--- config.mk ---
export PLATFORM = sky130hd
export DESIGN_NAME = lpm_ctrl
export DESIGN_NICKNAME = d
export VERILOG_FILES = /design/src/rtl/lpm_pkg.sv /design/src/rtl/lpm_timers.sv /design/src/rtl/lpm_fsm.sv /design/src/rtl/lpm_ctrl.sv
export SDC_FILE = /design/constraint.sdc
export NUM_CORES = 1
export LEC_CHECK = 0
export BUFFER_PORTS_ARGS = -buffer_cell sky130_fd_sc_hd__buf_2
export CAP_MARGIN = 20
export CORE_MARGIN = 2
export CORE_UTILIZATION = 30
export DETAILED_ROUTE_END_ITERATION = 12
export PLACE_DENSITY = 0.58
export SYNTH_ARGS = -nofsm -noshare
export SYNTH_HDL_FRONTEND = slang
export SYNTH_SLANG_ARGS = --single-unit
--- constraint.sdc ---
create_clock -name clk -period 3.6 [get_ports clk]
set_input_delay 0.72 -clock clk [delete_from_list [all_inputs] [get_ports clk]]
set_output_delay 0.72 -clock clk [all_outputs]
set_load 0.05 [all_outputs]
--- src/rtl/lpm_pkg.sv ---
package lpm_pkg;

  typedef enum logic [2:0] {
    ST_ACTIVE = 3'd0,
    ST_PD     = 3'd1,
    ST_CS     = 3'd2,
    ST_SR     = 3'd3,
    ST_DPD    = 3'd4,
    ST_RECOV  = 3'd5
  } lpState_e;

  typedef enum logic [3:0] {
    CMD_NONE    = 4'd0,
    CMD_PD_IN   = 4'd1,
    CMD_PD_OUT  = 4'd2,
    CMD_CS_IN   = 4'd3,
    CMD_CS_OUT  = 4'd4,
    CMD_SR_IN   = 4'd5,
    CMD_SR_OUT  = 4'd6,
    CMD_DPD_IN  = 4'd7,
    CMD_DPD_OUT = 4'd8
  } lpCmd_e;

  typedef enum logic [1:0] {
    SRC_AUTO = 2'd0,
    SRC_SW   = 2'd1,
    SRC_HW   = 2'd2
  } srSrc_e;

  localparam logic [1:0] MEM_DDR3   = 2'd0;
  localparam logic [1:0] MEM_LPDDR2 = 2'd1;
  localparam logic [1:0] MEM_LPDDR3 = 2'd2;

  // strobes from the control FSM to the timer datapath
  typedef struct packed {
    logic runIdle;   // active-state idle counter may count
    logic runSr;     // self-refresh idle counter may count
    logic runExit;   // recovery counter may count
  } ctlStrobes_t;

endpackage

--- src/rtl/lpm_timers.sv ---
module lpm_timers
  import lpm_pkg::*;
#(
  parameter int TW = 12,
  parameter int EW = 6
) (
  input  logic          clk,
  input  logic          rstN,
  input  ctlStrobes_t   ctl,
  input  logic          queueIdle,
  input  logic [TW-1:0] pdThr,
  input  logic [TW-1:0] csThr,
  input  logic [TW-1:0] srThr,
  input  logic [EW-1:0] exitCycles,
  output logic          pdHit,
  output logic          csHit,
  output logic          srHit,
  output logic          exitDone
);

  localparam int NFRONT = 2;   // power-down and clock stop share one idle counter

  logic [TW-1:0] idleCnt;
  logic [TW-1:0] srCnt;
  logic [EW-1:0] exitCnt;
  logic [TW:0]   idleNext;
  logic [TW:0]   srNext;
  logic [EW:0]   exitNext;
  logic [TW-1:0] frontThr [NFRONT];
  logic [NFRONT-1:0] frontHit;

  assign idleNext = {1'b0, idleCnt} + {{TW{1'b0}}, 1'b1};
  assign srNext   = {1'b0, srCnt}   + {{TW{1'b0}}, 1'b1};
  assign exitNext = {1'b0, exitCnt} + {{EW{1'b0}}, 1'b1};

  always_ff @(posedge clk) begin
    if (!rstN) begin
      idleCnt <= '0;
    end else if (ctl.runIdle && queueIdle) begin
      if (idleCnt != '1) idleCnt <= idleNext[TW-1:0];
    end else begin
      idleCnt <= '0;
    end
  end

  always_ff @(posedge clk) begin
    if (!rstN) begin
      srCnt <= '0;
    end else if (ctl.runSr && queueIdle) begin
      if (srCnt != '1) srCnt <= srNext[TW-1:0];
    end else begin
      srCnt <= '0;
    end
  end

  always_ff @(posedge clk) begin
    if (!rstN) begin
      exitCnt <= '0;
    end else if (ctl.runExit) begin
      if (exitCnt != '1) exitCnt <= exitNext[EW-1:0];
    end else begin
      exitCnt <= '0;
    end
  end

  assign frontThr[0] = pdThr;
  assign frontThr[1] = csThr;

  for (genvar g = 0; g < NFRONT; g++) begin : g_front
    assign frontHit[g] = ctl.runIdle && queueIdle && (frontThr[g] != '0)
                         && (idleNext == {1'b0, frontThr[g]});
  end

  assign pdHit    = frontHit[0];
  assign csHit    = frontHit[1];
  assign srHit    = ctl.runSr && queueIdle && (srThr != '0)
                    && (srNext == {1'b0, srThr});
  assign exitDone = ctl.runExit && (exitNext >= {1'b0, exitCycles});

endmodule

--- src/rtl/lpm_fsm.sv ---
module lpm_fsm
  import lpm_pkg::*;
(
  input  logic        clk,
  input  logic        rstN,
  input  logic [1:0]  memType,
  input  logic        queueIdle,
  input  logic        swSrReq,
  input  logic        swDpdReq,
  input  logic        hwLpReq,
  input  logic        pdHit,
  input  logic        csHit,
  input  logic        srHit,
  input  logic        exitDone,
  output ctlStrobes_t ctl,
  output lpState_e    st,
  output logic        hwLpAck,
  output logic        hwLpDeny,
  output logic        cmdValid,
  output lpCmd_e      cmdCode
);

  srSrc_e   src, srcNext;
  lpState_e stNext;
  lpCmd_e   cmdNext;
  logic     denyNext;
  logic     csAllowed;
  logic     dpdAllowed;
  logic     frontState;

  assign csAllowed  = (memType == MEM_LPDDR2) || (memType == MEM_LPDDR3);
  assign dpdAllowed = (memType == MEM_LPDDR2);
  assign frontState = (st == ST_ACTIVE) || (st == ST_PD) || (st == ST_CS);

  always_comb begin
    stNext   = st;
    srcNext  = src;
    cmdNext  = CMD_NONE;
    denyNext = frontState && hwLpReq && !queueIdle;
    unique case (st)
      ST_ACTIVE, ST_PD, ST_CS: begin
        if (dpdAllowed && swDpdReq && queueIdle) begin
          stNext  = ST_DPD;
          cmdNext = CMD_DPD_IN;
        end else if (swSrReq && queueIdle) begin
          stNext  = ST_SR;
          srcNext = SRC_SW;
          cmdNext = CMD_SR_IN;
        end else if (hwLpReq && queueIdle) begin
          stNext  = ST_SR;
          srcNext = SRC_HW;
          cmdNext = CMD_SR_IN;
        end else if (!queueIdle) begin
          if (st != ST_ACTIVE) begin
            stNext  = ST_RECOV;
            cmdNext = (st == ST_PD) ? CMD_PD_OUT : CMD_CS_OUT;
          end
        end else if (st == ST_ACTIVE) begin
          if (pdHit) begin
            stNext  = ST_PD;
            cmdNext = CMD_PD_IN;
          end else if (csAllowed && csHit) begin
            stNext  = ST_CS;
            cmdNext = CMD_CS_IN;
          end
        end else if (srHit) begin
          stNext  = ST_SR;
          srcNext = SRC_AUTO;
          cmdNext = CMD_SR_IN;
        end
      end
      ST_SR: begin
        if ((src == SRC_SW   && !swSrReq) ||
            (src == SRC_HW   && !hwLpReq) ||
            (src == SRC_AUTO && !queueIdle)) begin
          stNext  = ST_RECOV;
          cmdNext = CMD_SR_OUT;
        end
      end
      ST_DPD: begin
        if (!swDpdReq) begin
          stNext  = ST_RECOV;
          cmdNext = CMD_DPD_OUT;
        end
      end
      ST_RECOV: begin
        if (exitDone) stNext = ST_ACTIVE;
      end
      default: stNext = ST_ACTIVE;
    endcase
  end

  always_ff @(posedge clk) begin
    if (!rstN) begin
      st       <= ST_ACTIVE;
      src      <= SRC_AUTO;
      cmdCode  <= CMD_NONE;
      cmdValid <= 1'b0;
      hwLpDeny <= 1'b0;
    end else begin
      st       <= stNext;
      src      <= srcNext;
      cmdCode  <= cmdNext;
      cmdValid <= (cmdNext != CMD_NONE);
      hwLpDeny <= denyNext;
    end
  end

  assign hwLpAck     = (st == ST_SR) && (src == SRC_HW);
  assign ctl.runIdle = (st == ST_ACTIVE);
  assign ctl.runSr   = (st == ST_PD) || (st == ST_CS);
  assign ctl.runExit = (st == ST_RECOV);

endmodule

--- src/rtl/lpm_ctrl.sv ---
module lpm_ctrl
  import lpm_pkg::*;
#(
  parameter int TW = 12,
  parameter int EW = 6
) (
  input  logic          clk,
  input  logic          rstN,
  input  logic [1:0]    memType,
  input  logic          queueIdle,
  input  logic [TW-1:0] pdIdleThr,
  input  logic [TW-1:0] csIdleThr,
  input  logic [TW-1:0] srIdleThr,
  input  logic [EW-1:0] exitCycles,
  input  logic          swSrReq,
  input  logic          swDpdReq,
  input  logic          hwLpReq,
  output logic          hwLpAck,
  output logic          hwLpDeny,
  output logic          cmdValid,
  output logic [3:0]    cmdCode,
  output logic [2:0]    lpState,
  output logic          cmdRelease
);

  ctlStrobes_t ctl;
  lpState_e    st;
  lpCmd_e      code;
  logic        pdHit, csHit, srHit, exitDone;

  lpm_timers #(.TW(TW), .EW(EW)) u_timers (
    .clk        (clk),
    .rstN       (rstN),
    .ctl        (ctl),
    .queueIdle  (queueIdle),
    .pdThr      (pdIdleThr),
    .csThr      (csIdleThr),
    .srThr      (srIdleThr),
    .exitCycles (exitCycles),
    .pdHit      (pdHit),
    .csHit      (csHit),
    .srHit      (srHit),
    .exitDone   (exitDone)
  );

  lpm_fsm u_fsm (
    .clk       (clk),
    .rstN      (rstN),
    .memType   (memType),
    .queueIdle (queueIdle),
    .swSrReq   (swSrReq),
    .swDpdReq  (swDpdReq),
    .hwLpReq   (hwLpReq),
    .pdHit     (pdHit),
    .csHit     (csHit),
    .srHit     (srHit),
    .exitDone  (exitDone),
    .ctl       (ctl),
    .st        (st),
    .hwLpAck   (hwLpAck),
    .hwLpDeny  (hwLpDeny),
    .cmdValid  (cmdValid),
    .cmdCode   (code)
  );

  assign cmdCode    = code;
  assign lpState    = st;
  assign cmdRelease = (st == ST_ACTIVE);

endmodule

# Yosys cells after proc, flatten, opt, wreduce, memory -nomap -nowiden
# Index checks and enable logic that the tools add are counted.
# word_totals
ff_bits,41
mem_bits_ro,0
memories,0
latchBits,0
ram_bits,0
in_bits,50
word_cells,110
output_inout_bits,11
# op_classes
eq_ne,22
n_bitwise,1
n_lt_le_gt_ge,1
n_shift,0
muxes,31
div_mod_pow,0
add_sub_neg,3
n_reduce_logical,44
n_mul,0
# op_table
operator,n
$mux 3,15
$eq 13x12->1,3
$reduce_bool 12->1,3
$mux 4,8
$add 12x1->13 const B,2
$ne 12x12->1 const B,2
$logic_and 1x1->1,20
$mux 2,6
$pmux 3 s4,1
$pmux 4 s3,1
$reduce_bool 3->1,3
$ne 8x4->1 const B,1
$add 6x1->7 const B,1
$ge 7x6->1,1
$ne 7x4->1 const B,1
$eq 3x2->1 const B,2
$eq 3x3->1 const B,2
$logic_or 1x1->1,6
$ne 6x2->1 const B,1
$ne 6x6->1 const B,1
$reduce_and 2->1,3
$reduce_and 6->1,1
$reduce_and 5->1,1
$eq 2x1->1 const B,2
11 further kinds,15

# Longest topological paths before layout
# Gate-level depths: netlist of run 1.
# depth
ltp_word,14
depth_mapped,10
mapped_depth_nobuf,10

# Modules after synthesis
# A second synthesis of run 1 with hierarchy kept.
# hier_totals
hier_cells,400
hier_area_um2,3186.8
# modules_own_cells
module,area_per_inst_um2,n_inst,cells_per_inst,seq_area_each_um2
lpm_timers,2478.6,1,316,600.6
lpm_fsm,698.2,1,83,220.2
lpm_ctrl,10.0,1,1,0.0

# Worst setup path after synthesis of run 1
# Ideal clock, no wire load.
# synth_timing
path_type,register to register
startpoint,register u_fsm.st[2]
endpoint,register u_fsm.st[0]
arrival_time_ns,2.831
n_path_buf,1
setup_slack_ns,0.651
path_stages_with_launch,7
period_less_slack_ns,2.949
path_cell_list,dfxtp_1 -> buf_4 -> nor3_1 -> a22o_1 -> a32oi_2 -> and4b_1 -> a32o_2
# synth_via
elab_chain_len,11
elab_cells_between_ends,33
cone_classes,11 x eq/ne; 7 x mux; 15 x reduce/logical
# synth_lines
element,line,rtl
from (decl),lpm_fsm.sv:16,"output lpState_e st,"
from (signal assigned),lpm_fsm.sv:101,st <= stNext;
$logic_not 3->1 (*),--,
named net cmdRelease,lpm_ctrl.sv:23,output logic cmdRelease
$logic_and 1x1->1 (2 in a row),lpm_timers.sv:70,assign frontHit[g] = ctl.runIdle && queueIdle && (frontThr[g] != '0)
$logic_and 1x1->1,lpm_timers.sv:71,"&& (idleNext == {1'b0, frontThr[g]});"
$mux 3,lpm_fsm.sv:59,if (pdHit) begin
$mux 3,lpm_fsm.sv:58,end else if (st == ST_ACTIVE) begin
$mux 3,lpm_fsm.sv:53,end else if (!queueIdle) begin
$mux 3,lpm_fsm.sv:49,end else if (hwLpReq && queueIdle) begin
$mux 3,lpm_fsm.sv:45,end else if (swSrReq && queueIdle) begin
$mux 3,lpm_fsm.sv:42,if (dpdAllowed && swDpdReq && queueIdle) begin
$pmux 3 s4,lpm_fsm.sv:40,unique case (st)
# The timed path passes the listed nets; every way through them passes the cells marked *.
# A chain may end at the register's enable or synchronous reset.

# Final worst setup path of run 1
# layout_timing
startpoint,register u_timers.idleCnt[0]
endpoint,register u_fsm.st[0]
# layout_via
elab_chain_len,10
elab_cells_between_ends,15
cone_classes,1 x add/sub; 3 x eq/ne; 7 x mux; 4 x reduce/logical
# layout_lines
element,line,rtl
from (decl),lpm_timers.sv:23,logic [TW-1:0] idleCnt;
from (signal assigned),lpm_timers.sv:40,if (idleCnt != '1) idleCnt <= idleNext[TW-1:0];
$add 12x1->13 (*),lpm_timers.sv:32,"assign idleNext = {1'b0, idleCnt} + {{TW{1'b0}}, 1'b1};"
$eq 13x12->1,lpm_timers.sv:71,
$logic_and 1x1->1,lpm_timers.sv:71,
$mux 3,lpm_fsm.sv:59,
$mux 3,lpm_fsm.sv:58,
$mux 3,lpm_fsm.sv:53,
$mux 3,lpm_fsm.sv:49,
$mux 3,lpm_fsm.sv:45,
$mux 3,lpm_fsm.sv:42,
$pmux 3 s4,lpm_fsm.sv:40,
# Every way passes the cells marked *; elsewhere a longest branch is shown, timed or not.

==> impl_metrics.csv, run 1 <==
group,metric,value,unit
clock_network,cts_hold_buf,0,
power,power_leakage,1.55,nW
sta,worst_pin_slew,0.620,ns
worst_setup_path,rr_startpoint,"u_timers.idleCnt[0]",
synthesis,avgSynthCellArea,8.28,sq um
synthesis,synth_edf_count,0,
sta,skew,0.00547,ns
placement,port-buffer-count,60,
job,maxCapViolations,0,
sta,setup_viol_count_final,0,
synthesis,synthCells,409,
synthesis,yosysMostFrequentCell,"dfxtp_1",
routing,detail-route-antenna-nets,0,
global_routing,grt_use_total,14.9,%
power,vdd_ir_drop_max,0.204,mV
clock_network,cts.sinks,41,
sta,slew_headroom,58.3,%
sta,layout_min_cycle_time,3.19,ns
routing,wl_met3,466,um
clock_network,cts_max_path_buffers,2,
synthesis,synth_top_area_cell,"dfxtp_1",
sta,rsz0062_at_grt,"false",
die,core,0.0109,sq mm
routing,top_layer_used,"met4",
worst_setup_path,worstSetupPathType,"flop to flop",
sta,hold_viol_final,0,
worst_setup_path,cp_cell_sequence,"ha_1 -> nand4_4 -> nor2_2 -> o22ai_1 -> or4_1 -> or4_4 -> nand4_2 -> nand4b_1 -> a32o_2",
clock_network,clk_latency,0.28,ns
routing,first_pass_iters,4,
final_layout,fin_area,0.00395,sq mm
synthesis,synth-async-reset-ratio,0,%
die,die_h,110,um
routing,drt-met1-wl,4.16,mm
clock_network,cts_buffers,5,
synthesis,ys_seq_area_share,24.2,%
sta,slew_violations,0,
sta,fmax,313,MHz
worst_hold_path,min_delay_path_depth,2,
worst_setup_path,critPathBufInv,0,
final_layout,diodes,0,
final_layout,area_growth,16.7,%
placement,dpl_cell_area,0.00378,sq mm
routing,routedWlPerCell,14.8,um
worst_setup_path,cp_max_fo,9,
routing,drt_iter0_markers,213,
worst_setup_path,critPathMaxStageDelay,0.59,ns
sta,whs,0.526,ns
worst_setup_path,slowest_stage,"or4_4",
final_layout,layout.nets,520,
final_layout,drive_gt1_share,20.6,%
synthesis,synth_top_area_share,24.2,%
die,die-area,0.0122,sq mm
routing,wl_met2,4.13,mm
global_routing,antenna_found_initial,0,
clock_network,cts_resized,0,
synthesis,synth_area_leaders,"dfxtp_1 24%, xnor2_1 8.3%, xor2_1 4.7%",
routing,drc,0,
routing,vias,3301,
clock_network,clk_pin_slew,0.06,ns
synthesis,yosysWarnings,0,
worst_setup_path,required,3.78,ns
worst_hold_path,min_from,"u_fsm.src[0]",
run_status,status,"complete, no violations",
synthesis,ys_seq_elements,41,
sta,post-route-period-util,88.7,%
synthesis,netlist_top_cells_count,"41 x dfxtp_1, 32 x xnor2_1, 28 x nand2_1",
worst_setup_path,critPathLaunchType,"flop",
die,core.rowCount,38,
sta,setup_tns,0,ns
die,io_pins,61,
clock_network,cts-root-buf,"clkbuf_16",
final_layout,fin_util,36.1,%
worst_setup_path,r2r_slack,0.41,ns
placement,place.gp.congestion,0.907,
die,die_w,110,um
worst_setup_path,worstSetupEndpointType,"flop",
synthesis,ys.flop_type,"dfxtp_1",
placement,post-dp-hpwl,7.13,mm
synthesis,synth_cell_type_count,79,
clock_network,cts_setup_buffers,0,
worst_setup_path,reg2reg_depth,9,
synthesis,syn_nets,469,
worst_setup_path,cp.arrival,3.37,ns
global_routing,grt_pass1_vias,2983,
die,start_util,31.0,%
worst_hold_path,hold_end,"u_fsm.src[0]",
worst_setup_path,rr_endpoint,"u_fsm.st[0]",
global_routing,grt-ovfl-total,0,
global_routing,grt_max_degree,15,
worst_setup_path,cp_top_family,"simple AND/OR/NAND/NOR gates",
routing,via_per_inst,5.49,
clock_network,cts.htree.levels,2,
synthesis,netlist_area,0.00339,sq mm
power,power_density,392,mW/mm^2
global_routing,grt_pass1_wl,14.3,mm
routing,wirelength,8.92,mm
clock_network,tritoncts,"done",
worst_hold_path,hold_class,"flop to flop",
## layout make-up
type | count | area (sq um)
fillers | 1155 | 6980
multi-input cells | 325 | 2360
flip-flops and latches | 41 | 821
repair buffers | 65 | 338
well taps | 140 | 175
clock buffers | 7 | 143
inverters | 22 | 82.6
clock inverters | 1 | 30.0
## placed cells by master (no fill, tap or decap), types with 11 or more instances in the layout
cell type / Yosys / layout
a21oi_1: 25 / 25
buf_2: 5 / 60
dfxtp_1: 41 / 41
inv_1: 22 / 22
nand2_1: 28 / 28
nand3_1: 24 / 24
nor2_1: 21 / 21
nor4_1: 12 / 12
o21ai_0: 11 / 11
xnor2_1: 32 / 32
xor2_1: 18 / 18
## metal layers
metal	vias to the layer above	global-route usage, %
li1	1616	-
met1	1542	20.2
met2	124	24.0
met3	19	1.88
met4	0	5.63
met5	-	0
## worst min-delay path, delay by kind of cell (launching register included)
| family | cells | cell delay, ns |
|---|---|---|
| flip-flops | 1 | 0.33 |
| AO/OA/AOI/OAI | 2 | 0.15 |
## through the flow
stage               setup WS, ns  power [W]  std cells
finish                     0.408    0.00155        601
global route               0.221    0.00163        601
CTS                        0.407    0.00157        601
detailed placement         0.425    0.00104        593
global placement           0.500    0.00104        593
floorplan                  0.651   0.000893        409
## flip-flops by register name, summed over array words and instances (netlist names)
register and flops:
u_timers.srCnt 12, u_timers.idleCnt 12, u_fsm.cmdValid 1, u_fsm.cmdCode 4, u_fsm.src 2, u_fsm.hwLpDeny 1
u_fsm.st 3, u_timers.exitCnt 6
## power by group
group | internal [W] | leakage [nW] | total, W | switching [W]
Combinational | 0.000179 | 1.14 | 0.000506 | 0.000327
Clock | 0.000346 | 0.0841 | 0.000518 | 0.000172
Sequential | 0.000488 | 0.332 | 0.000525 | 0.0000369
Total | 0.00101 | 1.55 | 0.00155 | 0.000536
## kinds of logic after synthesis
| family | after synthesis | share of synthesized area, % |
|---|---|---|
| AND/OR/NAND/NOR | 161 | 28.5 |
| AO/OA/AOI/OAI | 92 | 18.8 |
| XOR/XNOR | 56 | 17.0 |
| buffers and inverters | 43 | 5.98 |
| flip-flops | 41 | 24.2 |
| adder cells (fa/ha/maj) | 10 | 3.69 |
| multiplexers | 6 | 1.77 |
## how the worst max path moves through the flow
| stage | start | to | slack [ns] | depth (start not counted) |
|---|---|---|---|---|
| finish | u_timers.idleCnt[0] | u_fsm.st[0] | 0.41 | 9 |
| global route | u_timers.idleCnt[0] | u_fsm.st[0] | 0.22 | 9 |
| CTS | u_timers.idleCnt[0] | u_fsm.st[0] | 0.41 | 9 |
| detailed placement | u_timers.idleCnt[0] | u_fsm.st[0] | 0.43 | 9 |
| global placement | memType[0] | u_fsm.st[0] | 0.50 | 9 |
| floorplan | u_fsm.st[2] | u_fsm.st[0] | 0.65 | 6 |
Power figures use the tool's default switching activity.
==> run 2, diff against run 1 <==
--- a/config.mk
+++ b/config.mk
@@ -10,7 +10,7 @@
 export CORE_MARGIN = 2
 export CORE_UTILIZATION = 30
 export DETAILED_ROUTE_END_ITERATION = 12
-export PLACE_DENSITY = 0.58
+export PLACE_DENSITY_LB_ADDON = 0.05
 export SYNTH_ARGS = -nofsm -noshare
 export SYNTH_HDL_FRONTEND = slang
 export SYNTH_SLANG_ARGS = --single-unit
==> run 2 against run 1 <==
Net effect: clock skew up 0.00064 ns; worst setup slack worse by 0.016 ns; sequential share of layout area is essentially flat; largest cell class unchanged; via count down 2.1%; cell count down 0.33%; critical endpoint unchanged; register-to-register slack worse by 0.02 ns; wire length is 4.2% higher; combinational power fell by 6.1%.
==> impl_metrics.csv, run 2 (synthesis gave the netlist of run 1 again) <==
group,metric,value,unit
final_layout,reg_top3,"u_timers.idleCnt x12, u_timers.srCnt x12, u_timers.exitCnt x6",
power,internal_power,0.00106,W
sta,worst_pin_slew,0.623,ns
job,maxCapViolations,0,
final_layout,layout_commonest_cell,"buf_2",
worst_setup_path,cp.arrival,3.39,ns
routing,drc,0,
routing,drt_iter0_markers,148,
final_layout,diodes,0,
clock_network,cts_hold_buf,0,
sta,layout_min_cycle_time,3.21,ns
final_layout,area_growth,16.9,%
final_layout,drive_gt1_share,20.5,%
routing,routedWlPerCell,15.5,um
die,die_h,110,um
global_routing,grt_pass1_wl,15.3,mm
clock_network,cts.sinks,41,
power,clock_power_share,36.7,%
sta,rsz0062_at_grt,"false",
worst_setup_path,worstSetupEndpointType,"flop",
routing,detail-route-antenna-nets,0,
clock_network,clk_pin_slew,0.07,ns
routing,vias,3231,
power,power_density,407,mW/mm^2
routing,first_pass_iters,4,
final_layout,multi_input_area,0.00236,sq mm
worst_setup_path,cp_max_fo,9,
power,vdd_ir_drop_max,0.194,mV
sta,skew,0.00611,ns
sta,slew_headroom,58.1,%
placement,dp.cells,591,
die,start_util,31.0,%
global_routing,grt_pass1_vias,3025,
sta,whs,0.539,ns
power,pwr-share-seq,33.8,%
sta,slew_violations,0,
power,netSwitchingFraction,34.3,%
die,die_w,110,um
placement,place.gp.congestion,0.902,
final_layout,fin_area,0.00396,sq mm
power,power_leakage,1.55,nW
clock_network,cts_max_path_buffers,2,
sta,setup_viol_count_final,0,
clock_network,cts_resized,0,
final_layout,final_cell_mix,"60 x buf_2, 41 x dfxtp_1, 32 x xnor2_1, 28 x nand2_1, 25 x a21oi_1",
global_routing,grt_use_total,16.0,%
power,pwr-share-comb,29.5,%
worst_setup_path,critPathLaunchType,"flop",
global_routing,grt_max_degree,16,
clock_network,cts-root-buf,"clkbuf_16",
worst_setup_path,slowest_stage,"or4_4",
clock_network,cts_setup_buffers,0,
routing,wirelength,9.30,mm
clock_network,cts_buffers,5,
worst_hold_path,hold_class,"flop to flop",
die,die-area,0.0122,sq mm
worst_setup_path,critPathMaxStageDelay,0.60,ns
worst_setup_path,required,3.78,ns
sta,setup_tns,0,ns
final_layout,seq_area,821,sq um
power,switchingPower,0.000553,W
die,core.rowCount,38,
routing,via_per_inst,5.39,
sta,fmax,312,MHz
sta,post-route-period-util,89.1,%
die,io_pins,61,
placement,place_ws,0.413,ns
final_layout,final_cells,599,
placement,port-buffer-count,60,
placement,post-dp-hpwl,7.29,mm
sta,final.setup.worst_slack,0.391,ns
clock_network,tritoncts,"done",
final_layout,num-fill-cells,1169,
worst_setup_path,cp_cell_sequence,"ha_1 -> nand4_4 -> nor2_2 -> o22ai_1 -> or4_1 -> or4_4 -> nand4_2 -> nand4b_1 -> a32o_2",
worst_setup_path,worstSetupPathType,"flop to flop",
die,core,0.0109,sq mm
global_routing,antenna_found_initial,0,
sta,hold_viol_final,0,
clock_network,cts.htree.levels,2,
global_routing,grt-ovfl-total,0,
clock_network,clk_latency,0.28,ns
run_status,status,"complete, no violations",
worst_setup_path,r2r_slack,0.39,ns
final_layout,layout.nets,518,
placement,dpl_cell_area,0.00376,sq mm
## run 2: cell count changes in the layout (fill, tap and decap cells not counted), sizes merged
| cell | change |
|---|---|
| bufinv | +1 |
| inv | +1 |
| clkbuf | -2 |
| buf | -2 |
## run 2: critical path: cells and delay by family, from the launching register on
family                   cells  cell delay (ns)
adder cells (fa/ha/maj)      1             0.32
AO/OA/AOI/OAI                2             0.39
AND/OR/NAND/NOR              6             1.88
flip-flops                   1             0.51
## run 2: metrics by stage
step,total power (W),utilization [%]
after floorplan,0.000893,-
after global placement,0.00104,34.4
after detailed placement,0.00103,34.4
after CTS,0.00163,36.2
after global routing,0.00170,36.2
final,0.00161,36.2
## run 2: routing by layer
layer | up-vias | part of all wire (%) | GRT usage (%)
met5 | - | 0 | 0
met4 | 0 | 2.0 | 5.27
met3 | 12 | 4.8 | 2.06
met2 | 98 | 45 | 25.2
met1 | 1511 | 48 | 22.5
li1 | 1610 | - | -
## run 2: path summary, 6_finish.rpt
check | cells after the start | endpoint | startpoint
max | 9 | u_fsm.st[0] | u_timers.idleCnt[0]
min | 2 | u_fsm.src[0] | u_fsm.src[0]
max reg2reg | 9 | u_fsm.st[0] | u_timers.idleCnt[0]
min reg2reg | 2 | u_fsm.src[0] | u_fsm.src[0]
## run 2: layout make-up
class | instances | area share, %
multi-input cells | 325 | 59.7
flip-flops and latches | 41 | 20.7
repair buffers | 63 | 8.15
well taps | 140 | 4.42
clock buffers | 5 | 3.16
inverters | 22 | 2.09
clock inverters | 3 | 1.74
## run 2: power by group through the flow
stage          logic, W  clock network, W  registers, W
6_report       0.000475          0.000591      0.000545
5_1_grt        0.000517          0.000637      0.000551
3_5_place_dp   0.000475                 0      0.000554
3_3_place_gp   0.000482                 0      0.000554
2_1_floorplan  0.000285                 0      0.000608
4_1_cts        0.000477          0.000614      0.000543
==> run 3, diff against run 2 <==
--- a/config.mk
+++ b/config.mk
@@ -5,10 +5,12 @@
 export SDC_FILE = /design/constraint.sdc
 export NUM_CORES = 1
 export LEC_CHECK = 0
+export ABC_AREA = 1
 export BUFFER_PORTS_ARGS = -buffer_cell sky130_fd_sc_hd__buf_2
 export CAP_MARGIN = 20
 export CORE_MARGIN = 2
 export CORE_UTILIZATION = 30
+export CTS_CLUSTER_SIZE = 12
 export DETAILED_ROUTE_END_ITERATION = 12
 export PLACE_DENSITY_LB_ADDON = 0.05
 export SYNTH_ARGS = -nofsm -noshare
==> run 3 against run 2 <==
Net effect: final area fell by 1.7%; total power fell by 5.7%; via count increased by 17%; clock power decreased by 45%; critical path depth up 7; worst hold slack got worse by 0.047 ns; critical path type unchanged; largest cell class unchanged; highest routed layer unchanged.
==> impl_metrics.csv, run 3 <==
group,metric,value,unit
routing,drc,0,
clock_network,clk_pin_slew,0.10,ns
clock_network,cts_resized,0,
worst_setup_path,cp_cell_sequence,"ha_1 -> nand3_1 -> inv_1 -> nand2_1 -> nor2_1 -> inv_1 -> nand3_1 -> nor2_1 -> nand3_1 -> nand3_1 -> nand2_1 -> nand2_2 -> nand3_2 -> nand2_1 -> inv_1 -> nor2_1",
final_layout,diodes,0,
die,core.rowCount,38,
power,power_density,390,mW/mm^2
die,start_util,30.8,%
worst_setup_path,cp_top_family,"simple AND/OR/NAND/NOR gates",
global_routing,antenna_found_initial,0,
global_routing,grt_max_degree,14,
run_status,status,"complete, no violations",
worst_setup_path,worstSetupPathType,"flop to flop",
synthesis,synth_top_area_share,24.6,%
sta,setup_tns,0,ns
final_layout,final_cells,801,
clock_network,cts_buffers,5,
synthesis,synth_cell_type_count,28,
clock_network,tritoncts,"done",
routing,detail-route-antenna-nets,0,
final_layout,final_cell_mix,"194 x nand2_1, 106 x inv_1, 64 x nor2_1, 60 x buf_2, 57 x nand3_1",
clock_network,cts_setup_buffers,0,
die,io_pins,61,
synthesis,netlist_area,0.00334,sq mm
routing,routedWlPerCell,12.7,um
die,die_h,110,um
synthesis,yosysWarnings,0,
job,maxCapViolations,0,
final_layout,drive_gt1_share,12.7,%
global_routing,grt-ovfl-total,0,
die,die_w,110,um
global_routing,grt_pass1_wl,17.0,mm
worst_setup_path,critPathLaunchType,"flop",
synthesis,synth-async-reset-ratio,0,%
synthesis,avgSynthCellArea,5.62,sq um
clock_network,clk_latency,0.31,ns
worst_setup_path,slowest_stage,"dfxtp_1",
sta,worst_pin_slew,0.486,ns
final_layout,fin_util,35.9,%
final_layout,area_growth,16.5,%
clock_network,cts.htree.levels,2,
clock_network,cts-root-buf,"clkbuf_8",
worst_setup_path,critPathMaxStageDelay,0.54,ns
synthesis,synthCells,595,
sta,fmax,355,MHz
worst_setup_path,cp_max_fo,13,
final_layout,layout_commonest_cell,"nand2_1",
power,power_leakage,2.06,nW
worst_setup_path,required,3.81,ns
power,vdd_ir_drop_max,0.191,mV
sta,rsz0062_at_grt,"false",
placement,dp.cells,793,
clock_network,cts_hold_buf,0,
routing,wirelength,10.1,mm
synthesis,yosysMostFrequentCell,"nand2_1",
placement,port-buffer-count,60,
worst_setup_path,worstSetupEndpointType,"flop",
sta,setup_viol_count_final,0,
synthesis,netlist_top_cells_count,"194 x nand2_1, 106 x inv_1, 64 x nor2_1",
die,die-area,0.0120,sq mm
sta,skew,0.0213,ns
sta,slew_violations,0,
die,core,0.0108,sq mm
synthesis,synth_top_area_cell,"dfxtp_1",
routing,first_pass_iters,4,
worst_setup_path,worst_path_most_repeated_cell,"nand3_1",
worst_setup_path,critPathBufInv,3,
worst_setup_path,cp.arrival,3.02,ns
clock_network,cts_max_path_buffers,2,
synthesis,synth_edf_count,0,
routing,via_per_inst,4.72,
placement,place.gp.congestion,0.852,
sta,layout_min_cycle_time,2.82,ns
placement,post-dp-hpwl,8.45,mm
sta,post-route-period-util,78.2,%
synthesis,ys.flop_type,"dfxtp_1",
global_routing,grt_pass1_vias,3660,
routing,drt_iter0_markers,142,
clock_network,cts.sinks,41,
power,p_total,0.00152,W
final_layout,reg_top3,"u_timers.idleCnt x12, u_timers.srCnt x12, u_timers.exitCnt x6",
synthesis,ys_seq_elements,41,
final_layout,layout.nets,720,
routing,vias,3780,
worst_hold_path,hold_class,"flop to flop",
sta,hold_viol_final,0,
synthesis,syn_nets,655,
global_routing,grt_use_total,17.9,%
synthesis,ys_seq_area_share,24.6,%
synthesis,synth_area_leaders,"dfxtp_1 25%, nand2_1 22%, inv_1 12%",
sta,slew_headroom,67.5,%
-- run 3: cell types whose count changed after synthesis, moves of 8 or more --
cell	previous run	this run
nand3_1	24	57
xor2_1	18	8
a21oi_1	25	35
xnor2_1	32	0
nand2_1	28	194
nor2b_1	10	0
nor2_1	21	64
nor4_1	12	1
inv_1	22	106
nand4_1	9	17
-- run 3: worst min-delay path, stage by stage (launching register included) --
cell     delay, ns
dfxtp_1       0.34
nand2_1       0.07
a21oi_1       0.05
-- run 3: stage by stage --
stage          cell area, sq um  hold WS (ns)  setup slack [ns]
2_1_floorplan              3340         0.455             0.761
3_3_place_gp               3810         0.471             0.669
3_5_place_dp               3810         0.480             0.812
4_1_cts                    3890         0.496             0.776
5_1_grt                    3890         0.538             0.437
6_report                   3890         0.492             0.784
-- run 3: worst paths after layout --
path                                     startpoint  depth (start not counted)  slack, ns                   to
worst max-delay path            u_timers.idleCnt[0]                         16       0.78          u_fsm.st[0]
worst min-delay path            u_timers.exitCnt[1]                          2       0.49  u_timers.exitCnt[1]
worst max register to register  u_timers.idleCnt[0]                         16       0.78          u_fsm.st[0]
worst min register to register  u_timers.exitCnt[1]                          2       0.49  u_timers.exitCnt[1]
-- run 3: cell type report --
type,count,area (sq um)
Clock buffer,5,68.8
Clock inverter,3,17.5
Fill cell,1262,6950
Inverter,107,402
Sequential cell,41,821
Multi-Input combinational cell,445,2110
Tap cell,140,175
Timing Repair Buffer,60,300
-- run 3: kinds of logic after synthesis --
group	synth area share (%)
compound gates	9.14
xor+xnor	2.10
flops	24.6
buf+inv	12.4
simple gates	48.1
fa+ha+maj	3.74
-- run 3: power breakdown --
part	switching (W)	leakage, nW	internal [W]
registers	0.0000491	0.333	0.000499
logic	0.000463	1.68	0.000185
clock network	0.000188	0.0439	0.000135
total	0.000700	2.06	0.000819
-- run 3: routing by layer --
metal	track usage [%]	vias up	routed length (um)
li1	-	2008	-
met1	22.5	1677	4650
met2	32.1	80	4830
met3	2.37	15	472
met4	4.70	0	177
met5	0	-	0
